[src/rtl/stack_pkg.sv]
package stack_pkg;

    typedef enum logic [2:0] {
        ST_IDLE,
        ST_PUSH_DEC,
        ST_PUSH_WR,
        ST_POP_RD,
        ST_POP_WB
    } stk_state_e;

endpackage

[src/rtl/stack_regfile.sv]
module stack_regfile #(
    parameter int              DATA_W = 32,
    parameter int              NREG   = 16,
    parameter int              SP_IDX = 13,
    parameter logic [DATA_W-1:0] SP_INIT = 32'h0000_0100,
    localparam int             IDX_W  = $clog2(NREG)
) (
    input  logic              clk,
    input  logic              rst_n,
    input  logic              wr_en,
    input  logic [IDX_W-1:0]  wr_idx,
    input  logic [DATA_W-1:0] wr_data,
    input  logic              sp_we,
    input  logic [DATA_W-1:0] sp_wdata,
    input  logic [IDX_W-1:0]  rd_idx,
    output logic [DATA_W-1:0] rd_data,
    output logic [DATA_W-1:0] sp_o
);

    typedef logic [DATA_W-1:0] word_t;

    word_t regs_d [NREG];
    word_t regs_q [NREG];

    always_comb begin
        regs_d = regs_q;
        if (sp_we) begin
            regs_d[SP_IDX] = sp_wdata;
        end
        // a data write comes last so a load into the pointer register wins
        if (wr_en) begin
            regs_d[wr_idx] = wr_data;
        end
    end

    always_ff @(posedge clk or negedge rst_n) begin
        if (!rst_n) begin
            for (int k = 0; k < NREG; k++) begin
                regs_q[k] <= (k == SP_IDX) ? SP_INIT : '0;
            end
        end else begin
            regs_q <= regs_d;
        end
    end

    assign rd_data = regs_q[rd_idx];
    assign sp_o    = regs_q[SP_IDX];

endmodule

[src/rtl/stack_ctrl.sv]
module stack_ctrl
    import stack_pkg::*;
#(
    parameter int  DATA_W = 32,
    parameter int  IDX_W  = 4
) (
    input  logic              clk,
    input  logic              rst_n,
    input  logic              push_req,
    input  logic [DATA_W-1:0] push_data,
    input  logic              pop_req,
    input  logic [IDX_W-1:0]  pop_idx,
    input  logic [DATA_W-1:0] sp_i,
    input  logic [DATA_W-1:0] mem_rdata,
    output logic              busy,
    output logic              done,
    output logic              mem_req,
    output logic              mem_we,
    output logic [DATA_W-1:0] mem_addr,
    output logic [DATA_W-1:0] mem_wdata,
    output logic              rf_we,
    output logic [IDX_W-1:0]  rf_idx,
    output logic [DATA_W-1:0] rf_wdata,
    output logic              sp_we,
    output logic [DATA_W-1:0] sp_wdata
);

    localparam logic [DATA_W-1:0] ONE = DATA_W'(1);

    typedef struct packed {
        stk_state_e          st;
        logic [DATA_W-1:0]   data;
        logic [IDX_W-1:0]    idx;
    } ctrl_t;

    ctrl_t c_d, c_q;

    always_comb begin
        c_d       = c_q;
        busy      = (c_q.st != ST_IDLE);
        done      = 1'b0;
        mem_req   = 1'b0;
        mem_we    = 1'b0;
        mem_addr  = sp_i;
        mem_wdata = c_q.data;
        rf_we     = 1'b0;
        rf_idx    = c_q.idx;
        rf_wdata  = mem_rdata;
        sp_we     = 1'b0;
        sp_wdata  = sp_i;
        unique case (c_q.st)
            ST_IDLE: begin
                if (push_req) begin
                    c_d.st   = ST_PUSH_DEC;
                    c_d.data = push_data;
                end else if (pop_req) begin
                    c_d.st  = ST_POP_RD;
                    c_d.idx = pop_idx;
                end
            end
            ST_PUSH_DEC: begin
                sp_we    = 1'b1;
                sp_wdata = sp_i - ONE;
                c_d.st   = ST_PUSH_WR;
            end
            ST_PUSH_WR: begin
                mem_req = 1'b1;
                mem_we  = 1'b1;
                done    = 1'b1;
                c_d.st  = ST_IDLE;
            end
            ST_POP_RD: begin
                mem_req = 1'b1;
                c_d.st  = ST_POP_WB;
            end
            ST_POP_WB: begin
                rf_we    = 1'b1;
                sp_we    = 1'b1;
                sp_wdata = sp_i + ONE;
                done     = 1'b1;
                c_d.st   = ST_IDLE;
            end
            default: c_d.st = ST_IDLE;
        endcase
    end

    always_ff @(posedge clk or negedge rst_n) begin
        if (!rst_n) begin
            c_q <= '{st: ST_IDLE, data: '0, idx: '0};
        end else begin
            c_q <= c_d;
        end
    end

endmodule

[src/rtl/stack_unit.sv]
module stack_unit #(
    parameter int                DATA_W  = 32,
    parameter int                NREG    = 16,
    parameter int                SP_IDX  = 13,
    parameter logic [DATA_W-1:0] SP_INIT = 32'h0000_0100,
    localparam int               IDX_W   = $clog2(NREG)
) (
    input  logic              clk,
    input  logic              rst_n,
    input  logic              push_req,
    input  logic [DATA_W-1:0] push_data,
    input  logic              pop_req,
    input  logic [IDX_W-1:0]  pop_idx,
    output logic              busy,
    output logic              done,
    output logic              mem_req,
    output logic              mem_we,
    output logic [DATA_W-1:0] mem_addr,
    output logic [DATA_W-1:0] mem_wdata,
    input  logic [DATA_W-1:0] mem_rdata,
    input  logic [IDX_W-1:0]  rd_idx,
    output logic [DATA_W-1:0] rd_data,
    output logic [DATA_W-1:0] sp_value
);

    logic              rf_we;
    logic [IDX_W-1:0]  rf_idx;
    logic [DATA_W-1:0] rf_wdata;
    logic              sp_we;
    logic [DATA_W-1:0] sp_wdata;
    logic [DATA_W-1:0] sp_q;

    stack_ctrl #(
        .DATA_W (DATA_W),
        .IDX_W  (IDX_W)
    ) u_ctrl (
        .clk       (clk),
        .rst_n     (rst_n),
        .push_req  (push_req),
        .push_data (push_data),
        .pop_req   (pop_req),
        .pop_idx   (pop_idx),
        .sp_i      (sp_q),
        .mem_rdata (mem_rdata),
        .busy      (busy),
        .done      (done),
        .mem_req   (mem_req),
        .mem_we    (mem_we),
        .mem_addr  (mem_addr),
        .mem_wdata (mem_wdata),
        .rf_we     (rf_we),
        .rf_idx    (rf_idx),
        .rf_wdata  (rf_wdata),
        .sp_we     (sp_we),
        .sp_wdata  (sp_wdata)
    );

    stack_regfile #(
        .DATA_W  (DATA_W),
        .NREG    (NREG),
        .SP_IDX  (SP_IDX),
        .SP_INIT (SP_INIT)
    ) u_rf (
        .clk      (clk),
        .rst_n    (rst_n),
        .wr_en    (rf_we),
        .wr_idx   (rf_idx),
        .wr_data  (rf_wdata),
        .sp_we    (sp_we),
        .sp_wdata (sp_wdata),
        .rd_idx   (rd_idx),
        .rd_data  (rd_data),
        .sp_o     (sp_q)
    );

    assign sp_value = sp_q;

endmodule

[config.mk]
export PLATFORM = sky130hd
export DESIGN_NAME = stack_unit
export DESIGN_NICKNAME = d
export VERILOG_FILES = /design/src/rtl/stack_pkg.sv /design/src/rtl/stack_regfile.sv /design/src/rtl/stack_ctrl.sv /design/src/rtl/stack_unit.sv
export SDC_FILE = /design/constraint.sdc
export NUM_CORES = 1
export LEC_CHECK = 0
export BUFFER_PORTS_ARGS = -buffer_cell sky130_fd_sc_hd__buf_2
export CAP_MARGIN = 20
export CORE_MARGIN = 2
export CORE_UTILIZATION = 60
export CTS_CLUSTER_DIAMETER = 80
export DETAILED_ROUTE_END_ITERATION = 8
export PLACE_DENSITY = 0.81
export SKIP_CTS_REPAIR_TIMING = 1
export SYNTH_ARGS = -nofsm -noshare
export SYNTH_HDL_FRONTEND = slang
export SYNTH_HIERARCHICAL = 1
export SYNTH_SLANG_ARGS = --single-unit
[constraint.sdc]
create_clock -name clk -period 5.3 [get_ports clk]
set_input_delay 0.795 -clock clk [delete_from_list [all_inputs] [get_ports clk]]
set_output_delay 0.795 -clock clk [all_outputs]
set_load 0.01 [all_outputs]
==> run metrics <==
status completed; total gr overflow 0; share of layout cells above drive strength 1 about half; Reg power frac about 41%; clock power share 22.4%; Worst EP arrival ~4600 ps; Max Slew Vio Count 0; Layout Cell Area excl Fill 0.0304 mm2; Final Hold Fails 0; post-synthesis adder-cell area fraction 1.46%; DRT Pass-1 Iters 8; number of buffers created by CTS 56; initial antenna violation count 2; skew final 12.4 ps; complex-gate fraction of the synthesized area 4.90%; fmax 242 MHz; Via density between 6 and 7; crit path kind reg2reg; cell-internal power 12000 uW; filler-free cell count of the finished design 2667; Tmin final 4130 ps; Area growth syn-to-layout 8.90%; setup violators final 0; Die Area 0.0483 mm2; synth unique cells between 60 and 70; DRT iter0 DRCs 1397; GRT Resource Usage Total 29.1%; IO Count 208; nets around 2100; Post-Synth XOR/XNOR Area 0.689%; H-tree depth 2; die width between 200 and 250 um; # rows 79; CORE AREA around 0.046 mm2; crit path max fanout 8; Net Count, Synth 2106; Power Dens Cells 594 mW/mm2; Pwr Total 18100 uW; Worst Path Required 5790 ps; met3 Use GR 5.45%; root buffer cell clkbuf_16; #FFs+latches synth 551; placed cells 2560; critical path's slowest cell dfrtp_1; CTS max path bufs 3; Worst slew margin about 18%; mux share of post-synthesis cell area 34.2%; Placer Congestion about 0.93; CP dominant cell by count nor2b_1; sequential-to-total area share from yosys stat about half; slowest stage delay, CP around 450 ps; Top FF cell, synth dfrtp_1; Comb pwr share 37.1%; clock sink total 551; largest family of logic cells by synthesized area multiplexers; synth warn 6; RSZ-0062 raised after global routing no; Mapped Avg Cell Area approximately 14 um2; Worst Setup Start Kind flop; Post-DP Area between 0.02 and 0.03 mm2; Hold Crit Class in2async; Post-Syn Area approximately 0.028 mm2; Mapped Cells around 2000; gr busiest metal met2; Post-synth ARST share 100%; met2 usage 46.2%; clk slew on worst S/H paths 60 ps; Antenna Cells 0; fin crit share 78.0%; Sw Ratio about a third; clock latency on the worst-skew pair 610 ps; average wire per standard cell around 26 um; post-route setup TNS 0 ps; Initial Utilization between 60% and 70%; vias in the first global route 17900; critical path capture point type flop; largest net degree at the start of global routing 120; CTS tree built; CP Cell Sequence nor2b_1 -> nand2b_1 -> inv_1 -> fa_1 -> nor2b_1 -> o31ai_1 -> a21oi_1 -> a41o_1 -> a21bo_2 -> a21oi_2 -> o21ai_1 -> a221o_1 -> mux2_1 -> mux2_2; first-pass GRT wire length 106000 um; Port-buffer cells 207; DRC Markers 0; drt total wl 69000 um; Least-Margin Pin Slew 1230 ps; vias post-DR 17200; Die Y 220 um; max-cap viol count 0; Detailed Place HPWL 42900 um; met1 global-route usage 40.4%; Worst VDD drop 562 uV; Simple-Gate Fraction of Synth Area 3.29%; EDFF count, synth 0; Switching Power 6050 uW; leakage power 0.0140 uW; remaining antenna violation count after routing 0
final timing paths:
kind	start	to	slack, ps	cells after the start
setup / recovery	u_ctrl/c_q[36]	u_rf/sp_o[26]	1170	14
hold / removal	rst_n	u_rf/regs_q[321]	190	1
setup reg to reg	u_ctrl/c_q[36]	u_rf/sp_o[26]	1170	14
hold reg to reg	u_ctrl/mem_wdata[5]	u_ctrl/mem_wdata[5]	480	1
max in group asynchronous	rst_n	u_rf/regs_q[401]	3920	2
min in group clk	push_data[15]	u_ctrl/mem_wdata[15]	410	2
cells in the final DEF, fill, tap and decap left out, drive strengths merged, types with 4 or more instances in the layout:
| master | n |
|---|---|
| nand2b | 10 |
| nand2 | 83 |
| clkbuf | 77 |
| a21oi | 37 |
| a21o | 14 |
| nand4 | 4 |
| inv | 16 |
| mux4 | 128 |
| xor2 | 8 |
| bufinv | 4 |
| nor2 | 26 |
| buf | 240 |
| or3 | 6 |
| nand3b | 6 |
| nor2b | 6 |
| nor3 | 7 |
| and2 | 8 |
| mux2 | 583 |
| nand3 | 14 |
| a211oi | 4 |
| o31ai | 7 |
| clkinv | 18 |
| dfrtp | 550 |
| ha | 31 |
| and3 | 8 |
| o21a | 4 |
| clkinvlp | 4 |
| o21bai | 4 |
| o21ai | 42 |
| a22oi | 64 |
| nor3b | 6 |
| xnor2 | 14 |
logic make-up (layout without fill, tap and decap cells):
kind of cell | Yosys count | count (layout)
buffers and inverters | 297 | 359
DFF | 551 | 551
muxes | 711 | 711
and+or+nand+nor | 188 | 188
xor gates and xnor gates | 22 | 22
adders and majority gates | 32 | 32
AOI/OAI and AO/OA | 197 | 197
flip-flops by register name (all words and copies together), names as in the netlist:
| register | cells |
|---|---|
| u_ctrl/mem_wdata | 32 |
| u_rf/sp_o | 32 |
| u_rf/regs_q | 480 |
| u_ctrl/c_q | 3 |
| u_ctrl/rf_idx | 4 |
cells in the mapped netlist (8+ instances only):
library cell  instances  share of area (%)
mux2_1               69                2.8
xor2_1                8               0.25
ha_1                 31                1.4
a22oi_1              64                1.7
a21o_1               14               0.38
buf_2                67                1.2
xnor2_1              14               0.44
mux4_2              128                 10
o21ai_0              12               0.21
o21ai_1              29               0.52
dfrtp_1             550                 49
nor2_1               26               0.35
buf_4               132                3.5
buf_1                12               0.16
nand3_1              14               0.25
and2_1                8               0.18
nand2_1              82                1.1
mux2_4               30                1.6
nand2b_1             10               0.22
a21oi_1              36               0.64
inv_1                11               0.15
mux2_2              484                 19
clkbuf_1             71               0.95
layer usage:
metal / share of wire (%) / vias to the layer above / wire length, um
met5: 0.019 / - / 13
li1: - / 7269 / -
met3: 7.0 / 165 / 4860
met4: 3.5 / 2 / 2440
met2: 48 / 706 / 32900
met1: 42 / 9023 / 28800
critical path: cells and delay by family (launching register included):
kind / cells / cell delay, ps
fa+ha+maj: 1 / 280
buf+inv: 1 / 320
simple gates: 3 / 670
flops: 1 / 450
compound gates: 7 / 1750
mux: 2 / 540
cell type report:
| type | count | area [um2] |
|---|---|---|
| clock buffer | 76 | 1620 |
| clock inverter | 30 | 294 |
| fill | 3234 | 15800 |
| inverter | 12 | 45.0 |
| multi-input combinational | 1150 | 12500 |
| sequential | 551 | 13800 |
| tap | 607 | 759 |
| timing repair buffer | 241 | 1390 |
power groups by stage:
| stage | sequential [uW] | combinational (uW) | clock, uW |
|---|---|---|---|
| after global placement | 7160 | 6400 | 0 |
| after CTS | 7300 | 6680 | 4110 |
| after global routing | 7520 | 7250 | 4280 |
| final | 7340 | 6710 | 4050 |
| after floorplan | 6700 | 5730 | 0 |
| after detailed placement | 7340 | 6620 | 0 |
stage by stage:
| stage | hold WS, ps | setup slack [ps] | util, % |
|---|---|---|---|
| finish | 194 | 1170 | 65.8 |
| global route | 289 | 973 | 65.8 |
| CTS | 247 | 1270 | 65.8 |
| detailed placement | 469 | 1320 | 61.6 |
| global placement | 462 | 1480 | 61.6 |
| floorplan | 452 | 1150 | - |
No activity file was read; power rests on OpenSTA's default activity.
